`config.mk`:
```
export PLATFORM = sky130hd
export DESIGN_NAME = serIntStatus
export DESIGN_NICKNAME = d
export VERILOG_FILES = /design/src/rtl/serIntPkg.sv /design/src/rtl/serIntCtrl.sv /design/src/rtl/serIntData.sv /design/src/rtl/serIntStatus.sv
export SDC_FILE = /design/constraint.sdc
export NUM_CORES = 1
export LEC_CHECK = 0
export BUFFER_PORTS_ARGS = -buffer_cell sky130_fd_sc_hd__buf_2
export CAP_MARGIN = 20
export CORE_MARGIN = 2
export CORE_UTILIZATION = 38
export DETAILED_ROUTE_END_ITERATION = 10
export GPL_TIMING_DRIVEN = 0
export PLACE_DENSITY = 0.91
export RECOVER_POWER = 100
export SKIP_CTS_REPAIR_TIMING = 1
export SYNTH_ARGS = -nofsm -noshare
export SYNTH_HDL_FRONTEND = slang
export SYNTH_HIERARCHICAL = 1
export SYNTH_SLANG_ARGS = --single-unit
```
`constraint.sdc`:
```
create_clock -name clk -period 2.65 [get_ports clk]
set_clock_uncertainty 0.15 [all_clocks]
set_input_delay 0.265 -clock clk [delete_from_list [all_inputs] [get_ports clk]]
set_output_delay 0.265 -clock clk [all_outputs]
set_load 0.01 [all_outputs]
```
`src/rtl/serIntPkg.sv`:
```
package serIntPkg;
  localparam int NUM_CH = 2;
  localparam int REG_W  = 8;
  localparam int CMD_W  = 8;

  localparam logic [CMD_W-1:0] CMD_CLR_RX   = 8'h20;
  localparam logic [CMD_W-1:0] CMD_CLR_TX   = 8'h28;
  localparam logic [CMD_W-1:0] CMD_CLR_BOTH = 8'h38;

  localparam int AVAIL_BIT = 0;
  localparam int EMPTY_BIT = 2;
  localparam int SENT_BIT  = 0;

  typedef struct packed {
    logic setRx;
    logic clrRx;
    logic setTx;
    logic clrTx;
    logic clrAvail;
  } chStrobe_t;

  function automatic int rxPendBit(input int ch);
    return (ch == 0) ? 5 : 2;
  endfunction

  function automatic int txPendBit(input int ch);
    return (ch == 0) ? 4 : 1;
  endfunction
endpackage

```
`src/rtl/serIntCtrl.sv`:
```
module serIntCtrl
  import serIntPkg::*;
(
  input  logic [NUM_CH-1:0]       rxByte,
  input  logic [NUM_CH-1:0]       dataRd,
  input  logic [NUM_CH-1:0]       txWr,
  input  logic [NUM_CH-1:0]       cmdWr,
  input  logic [NUM_CH*CMD_W-1:0] cmdData,
  output chStrobe_t [NUM_CH-1:0]  strb
);
  for (genvar c = 0; c < NUM_CH; c++) begin : g_ch
    logic [CMD_W-1:0] code;
    logic cmdRx, cmdTx;
    assign code  = cmdData[c*CMD_W +: CMD_W];
    assign cmdRx = cmdWr[c] && (code == CMD_CLR_RX || code == CMD_CLR_BOTH);
    assign cmdTx = cmdWr[c] && (code == CMD_CLR_TX || code == CMD_CLR_BOTH);
    always_comb begin
      strb[c].setRx    = rxByte[c];
      strb[c].clrRx    = dataRd[c] || cmdRx;
      strb[c].setTx    = txWr[c];
      strb[c].clrTx    = cmdTx;
      strb[c].clrAvail = dataRd[c];
    end
  end
endmodule

```
`src/rtl/serIntData.sv`:
```
module serIntData
  import serIntPkg::*;
(
  input  logic                    clk,
  input  logic                    rstN,
  input  chStrobe_t [NUM_CH-1:0]  strb,
  input  logic                    masterIe,
  output logic [NUM_CH*REG_W-1:0] bufStat,
  output logic [NUM_CH*REG_W-1:0] txStat,
  output logic [REG_W-1:0]        pendStat,
  output logic                    irq
);
  localparam logic [REG_W-1:0] BUF_RST = REG_W'(1) << EMPTY_BIT;

  logic [NUM_CH-1:0] rxFlag, txFlag;
  logic [REG_W-1:0]  pendPart [NUM_CH];

  for (genvar c = 0; c < NUM_CH; c++) begin : g_ch
    logic [REG_W-1:0] bufReg, txReg;
    always_ff @(posedge clk) begin
      if (!rstN) begin
        bufReg    <= BUF_RST;
        txReg     <= '0;
        rxFlag[c] <= 1'b0;
        txFlag[c] <= 1'b0;
      end else begin
        if (strb[c].setRx)      rxFlag[c] <= 1'b1;
        else if (strb[c].clrRx) rxFlag[c] <= 1'b0;
        if (strb[c].setTx)      txFlag[c] <= 1'b1;
        else if (strb[c].clrTx) txFlag[c] <= 1'b0;
        if (strb[c].setRx)         bufReg[AVAIL_BIT] <= 1'b1;
        else if (strb[c].clrAvail) bufReg[AVAIL_BIT] <= 1'b0;
        if (strb[c].setTx) begin
          bufReg[EMPTY_BIT] <= 1'b1;
          txReg[SENT_BIT]   <= 1'b1;
        end
      end
    end
    assign bufStat[c*REG_W +: REG_W] = bufReg;
    assign txStat[c*REG_W +: REG_W]  = txReg;
    always_comb begin
      pendPart[c] = '0;
      pendPart[c][rxPendBit(c)] = rxFlag[c];
      pendPart[c][txPendBit(c)] = txFlag[c];
    end
  end

  always_comb begin
    pendStat = '0;
    for (int c = 0; c < NUM_CH; c++) pendStat |= pendPart[c];
  end

  assign irq = masterIe && (|rxFlag || |txFlag);
endmodule

```
`src/rtl/serIntStatus.sv`:
```
module serIntStatus
  import serIntPkg::*;
(
  input  logic        clk,
  input  logic        rstN,
  input  logic [1:0]  rxByte,
  input  logic [1:0]  dataRd,
  input  logic [1:0]  txWr,
  input  logic [1:0]  cmdWr,
  input  logic [15:0] cmdData,
  input  logic        masterIe,
  output logic [15:0] bufStat,
  output logic [15:0] txStat,
  output logic [7:0]  pendStat,
  output logic        irq
);
  chStrobe_t [NUM_CH-1:0] strb;

  serIntCtrl u_ctrl (
    .rxByte (rxByte),
    .dataRd (dataRd),
    .txWr   (txWr),
    .cmdWr  (cmdWr),
    .cmdData(cmdData),
    .strb   (strb)
  );

  serIntData u_data (
    .clk     (clk),
    .rstN    (rstN),
    .strb    (strb),
    .masterIe(masterIe),
    .bufStat (bufStat),
    .txStat  (txStat),
    .pendStat(pendStat),
    .irq     (irq)
  );
endmodule

```
Word level (Yosys, flattened, before mapping)
Cells that the tools add are included.
{"block": "op_classes", "n_eq_ne": 6, "n_mux": 12, "bitwise_logic": 1, "n_reduce_logical": 20}
{"op": "8-bit by 6-bit == test with 1-bit output, second input constant", "count": 6}
{"op": "1-bit two-way mux", "count": 12}
{"op": "2-bit nonzero test", "count": 6}
{"op": "1-bit logical OR", "count": 7}
{"op": "6-bit by 3-bit OR with 6-bit output", "count": 1}
{"op": "1-bit logical AND", "count": 5}
{"op": "2-bit OR reduction", "count": 2}
{"block": "word_totals", "reg_bits": 8, "input_bits": 27, "output_inout_bits": 41}

Depth between registers and ports, before layout
{"block": "logic_depth", "ltp_word": 6, "depth_mapped": 5, "ltp_nobuf": 4}

Modules after synthesis
The synthesis kept the hierarchy.
{"mod": "serIntData", "n_inst": 1, "cells_per_inst": 58, "area_per_inst_um2": 521.8, "seq_area_each_um2": 160.2}
{"mod": "serIntCtrl", "n_inst": 1, "cells_per_inst": 20, "area_per_inst_um2": 156.4, "seq_area_each_um2": 0.0}

Worst setup path before layout
No wires, ideal clock.
{"block": "synth_timing", "kind": "input to register", "from": "input cmdData[15]", "to": "register u_data.txFlag[1] (netlist: u_data/pendPart[1])", "t_arrival_ns": 1.072, "t_required_ns": 2.385, "setup_slack_ns": 1.313, "stages": 5, "path_buffers": 1, "path_cell_list": "nor4b_1 and4_1 buf_4 nor2b_1 o21a_1"}
{"block": "synth_between", "elab_chain_len": 4}
{"element": "start: declaration", "line": "serIntStatus.sv:10", "source": "input logic [15:0] cmdData,"}
{"element": "8-bit by 6-bit == test with 1-bit output", "line": "serIntCtrl.sv:16", "source": "assign cmdTx = cmdWr[c] && (code == CMD_CLR_TX || code == CMD_CLR_BOTH);"}
{"element": "1-bit logical OR *", "line": "serIntCtrl.sv:16"}
{"element": "1-bit logical AND *", "line": "serIntCtrl.sv:16"}
{"element": "net u_ctrl.g_ch[1].cmdTx", "line": "serIntCtrl.sv:13", "source": "logic cmdRx, cmdTx;"}
{"element": "2-bit nonzero test (no line) *"}
{"element": "end signal: indexed assignment", "line": "serIntData.sv:25", "source": "txFlag[c] <= 1'b0;"}
{"element": "end signal: indexed assignment", "line": "serIntData.sv:29", "source": "if (strb[c].setTx) txFlag[c] <= 1'b1;"}
{"element": "end signal: indexed assignment", "line": "serIntData.sv:30", "source": "else if (strb[c].clrTx) txFlag[c] <= 1'b0;"}
{"element": "end: declaration", "line": "serIntData.sv:15", "source": "logic [NUM_CH-1:0] rxFlag, txFlag;"}
The timed path passes the listed nets; every way through them passes the cells marked *.
A chain may end at the register's enable or synchronous reset.

Worst setup path in the final report
{"block": "layout_timing", "from": "register u_data.rxFlag[0] (netlist: u_data/pendPart[13])", "to": "output irq"}
{"block": "layout_between", "elab_chain_len": 3}
{"element": "start: declaration", "line": "serIntData.sv:15"}
{"element": "start signal: indexed assignment", "line": "serIntData.sv:24", "source": "rxFlag[c] <= 1'b0;"}
{"element": "start signal: indexed assignment", "line": "serIntData.sv:27", "source": "if (strb[c].setRx) rxFlag[c] <= 1'b1;"}
{"element": "start signal: indexed assignment", "line": "serIntData.sv:28", "source": "else if (strb[c].clrRx) rxFlag[c] <= 1'b0;"}
{"element": "2-bit OR reduction", "line": "serIntData.sv:53", "source": "assign irq = masterIe && (|rxFlag || |txFlag);"}
{"element": "1-bit logical OR", "line": "serIntData.sv:53"}
{"element": "1-bit logical AND", "line": "serIntData.sv:53"}
{"element": "end: declaration", "line": "serIntStatus.sv:15", "source": "output logic irq"}
No other way between the ends.

==> results.md <==
Worst setup path:
- The type of destination of the critical path is an output pin.
- Tracing the worst setup path back leads to its startpoint at u_data/pendPart[13].
- Of all nets on the critical path, the largest fanout is 3.
- The startpoint of the worst-slack reg-to-reg timing path is u_data/pendPart[13].
- For the worst flop-to-flop path, the logic depth is 2.
- The slowest stage of the critical path is the sky130_fd_sc_hd__o41a_1 cell.
- For the worst setup path, the data required time is 2240 ps.
- The endpoint arrival time on the critical path is 1120 ps.
- Setup slack on the worst reg-to-reg path comes out at 1780 ps.
- The endpoint identified for the worst register-to-register timing path is u_data/pendPart[13].
- The largest single stage delay on the critical path is 420 ps.
- The critical path class is register to output pin.
- STA classifies the critical path startpoint as a register.
- Walking the worst path, the cells encountered are o41a_1 -> clkbuf_1.

GRT:
- The total global routing overflow is 0.
- The number of antenna violations at the first check in global routing is 0.
- For this run, the total global-route usage over all layers was measured as 12.0%.
- The wire length of the first global-routing pass is 1.80 mm.
- The pin count of the biggest net entering global routing is 9.
- The via count of the first global-routing pass is 478.

Cells and area:
- The count of inserted antenna diode cells is 0.
- The layout filler cell count is 173.
- The number of standard cells in the final layout excluding fillers is 166.
- The final core utilization is 57.0%.
- The area used by multi-input combinational logic is 308 um^2.
- The share of layout cells above drive strength 1 is 46.1%.
- The sequential standard cell area is 160 um^2.
- The post-layout net count is 170.
- Relative to the synthesized area, the layout overhead comes to 43.5%.

STA:
- After layout, the worst path uses 58.0% of the clock period.
- The final-report setup violation count is 0.
- Setup total negative slack on the finished layout was measured at 0 ps.
- The shortest clock period the worst path allows after layout is 1540 ps.
- The number of failing hold endpoints at the final stage was 0.
- The total count of max-transition violations in the final report was 0.
- Based on the critical path, the design can be clocked at up to 651 MHz.
- The final-layout worst hold slack is 72.7 ps.
- Setup repair after global routing left no endpoint under its margin.

Clocking:
- The TritonCTS clock tree is yes.
- The clock transition at the registers of the reported paths is 50 ps.
- The maximum count of clock buffers along a single path is 2.
- The CTS H-tree depth is 1.
- The tree built by TritonCTS fans out to 8 sinks.
- For the worst-skew pair, the clock arrives at the later sink with an insertion delay of 250 ps.
- CTS placed an instance of sky130_fd_sc_hd__clkbuf_4 at the clock tree root.
- The number of clock buffers inserted by TritonCTS is 3.

Synthesis:
- The commonest cells after synthesis are 40 x sky130_fd_sc_hd__buf_4, 8 x sky130_fd_sc_hd__dfxtp_1, 8 x sky130_fd_sc_hd__o21a_1, 6 x sky130_fd_sc_hd__nor2b_1.
- The proportion of netlist area held by the largest area contributor is 44.3%.
- The average size of a mapped cell is 8.69 um^2.
- In the synthesized netlist, the number of instances is 78.
- The synthesis warning total is 6.
- In the synthesized netlist the dominant register cell turns out to be sky130_fd_sc_hd__dfxtp_1.
- By area the synthesized netlist is led by sky130_fd_sc_hd__buf_4 44%, sky130_fd_sc_hd__dfxtp_1 24%, sky130_fd_sc_hd__o21a_1 8.9%.
- In the synthesized netlist the async set-or-reset flop fraction comes to 0%.
- The number of enable-type register cells in the synthesized netlist is 0.
- The register bit count reported by yosys is 8.
- sky130_fd_sc_hd__buf_4 is the most common cell in the netlist.
- The synthesized cell area is 678 um^2.
- Sequential elements use 23.6% of the synthesized area.
- Counting distinct cell types in the post-synthesis netlist gives 18.
- The biggest area contributor in the post-synthesis netlist is sky130_fd_sc_hd__buf_4.

Routing:
- The number of design-rule violations left by the first detailed-router iteration is 0.
- Once detail routing completed, the nets flagged for antenna violations numbered 0.
- The number of search-and-repair iterations in the first detailed-routing pass is 1.
- For this run, design rule violations remaining after detail routing come to 0.
- Dividing the detail-routed via count by the number of cells gives 3.54.
- Dividing the detail-routed wire length by the instance count gives 7.69 um.
- For this block, the via count after detailed routing is 588.
- Summed over all layers, the routed wires come to 1.28 mm.

Power and ir drop:
- The leakage power is 0.563 nW.
- The total power density per cell area is 348 nW/um^2.
- The worst-case IR drop observed on VDD is 0.228 mV.

Die:
- The initial standard-cell utilization of the core is 39.7%.
- After floorplanning, the core was sized to cover 1710 um^2.
- The die boundary height is 46.2 um.
- The floorplan step defined a die boundary enclosing 2140 um^2.
- The floorplan step set the die width to 46.2 um.
- The floorplan row count is 15.
- In this run the count of I/O pins placed on the die edge is 68.

Placed design:
- The count of buffers inserted at the top-level ports is 30.
- The congestion estimate from routability-driven global placement came to 0.693.
- Once placement completed, the tool counted placed cells totaling 163.
- The detailed placer's ending HPWL is 1.14 mm.

Status:
- The run finished with clean final reports.

Worst hold path:
- The worst hold path terminates at u_data/g_ch[1].txReg[0].
- The worst min-delay path category is primary input to register.
- Along the worst hold path, the cell count comes to 2.
- The startpoint identified for the worst hold timing path is txWr[1].

Run:
- The tool flagged a number of max-cap violations equal to 0.
sequential cells by signal (all words and copies together) (netlist names):
| register | flops |
|---|---|
| u_data/g_ch.bufReg | 2 |
| u_data/g_ch.txReg | 2 |
| u_data/pendPart | 4 |
cells in the final DEF (no fill, tap or decap):
master,Yosys,layout
sky130_fd_sc_hd__clkbuf_1,0,9
sky130_fd_sc_hd__nor3_1,1,1
sky130_fd_sc_hd__buf_2,1,22
sky130_fd_sc_hd__xor2_1,1,1
sky130_fd_sc_hd__inv_1,2,2
sky130_fd_sc_hd__buf_4,40,39
sky130_fd_sc_hd__o31ai_1,0,1
sky130_fd_sc_hd__conb_1,2,32
sky130_fd_sc_hd__and4_1,1,1
sky130_fd_sc_hd__o21a_1,8,8
sky130_fd_sc_hd__or3_1,0,1
sky130_fd_sc_hd__xnor2_1,1,1
sky130_fd_sc_hd__dfxtp_1,8,8
sky130_fd_sc_hd__nor2_1,1,1
sky130_fd_sc_hd__o41a_1,1,1
sky130_fd_sc_hd__nor4b_1,1,1
sky130_fd_sc_hd__clkbuf_4,0,4
sky130_fd_sc_hd__a41o_1,1,1
sky130_fd_sc_hd__nor2b_1,6,6
sky130_fd_sc_hd__nand4bb_1,1,1
layout make-up:
| cell class | count | share of cell area (%) |
|---|---|---|
| multi-input combinational | 57 | 31.6 |
| sequential | 8 | 16.5 |
| clock buffer | 3 | 2.31 |
| inverter | 2 | 0.771 |
| buffer | 41 | 31.4 |
| timing repair buffer | 30 | 14.3 |
| tap | 25 | 3.21 |
logic make-up (layout without fill, tap and decap cells):
kind of cell	count (synthesis)	count (layout)	synth area share, %
AOI/OAI and AO/OA	11	11	13.8
xor gates and xnor gates	2	2	2.58
buffers and inverters	43	76	46.1
DFF	8	8	23.6
other	2	32	1.11
and+or+nand+nor	12	12	12.7
worst max-delay path, delay by kind of cell (launching register included):
| family | cells | cell delay (ps) |
|---|---|---|
| AOI/OAI and AO/OA | 1 | 420 |
| buffers and inverters | 1 | 140 |
| DFF | 1 | 320 |
worst max path at each step:
stage / slack (ps) / to
2_1_floorplan: 1310 / u_data/pendPart[1]
3_3_place_gp: 1080 / u_data/pendPart[1]
3_5_place_dp: 1110 / u_data/pendPart[1]
4_1_cts: 1090 / irq
5_1_grt: 1060 / irq
6_report: 1110 / irq
through the flow:
| step | instance area, um^2 | setup WS [ps] | power, mW |
|---|---|---|---|
| detailed placement | 972 | 1110 | 0.252 |
| floorplan | 791 | 1310 | 0.222 |
| CTS | 995 | 1090 | 0.346 |
| finish | 973 | 1110 | 0.339 |
| global placement | 972 | 1080 | 0.249 |
| global route | 973 | 1060 | 0.364 |
power breakdown:
part / internal, mW / switching [mW]
Clock: 0.0517 / 0.0398
Combinational: 0.0634 / 0.0502
Sequential: 0.129 / 0.00488
Total: 0.244 / 0.0949
metal layers:
metal / share of wire, % / track usage, % / wire [um] / vias to the layer above
li1: - / - / - / 309
met2: 54 / 23.1 / 685 / 42
met3: 13 / 1.96 / 162 / 2
met1: 32 / 10.3 / 414 / 235
met4: 1.1 / 10.3 / 14 / 0
met5: 0 / 0 / 0 / -
Power figures use the tool's default switching activity.
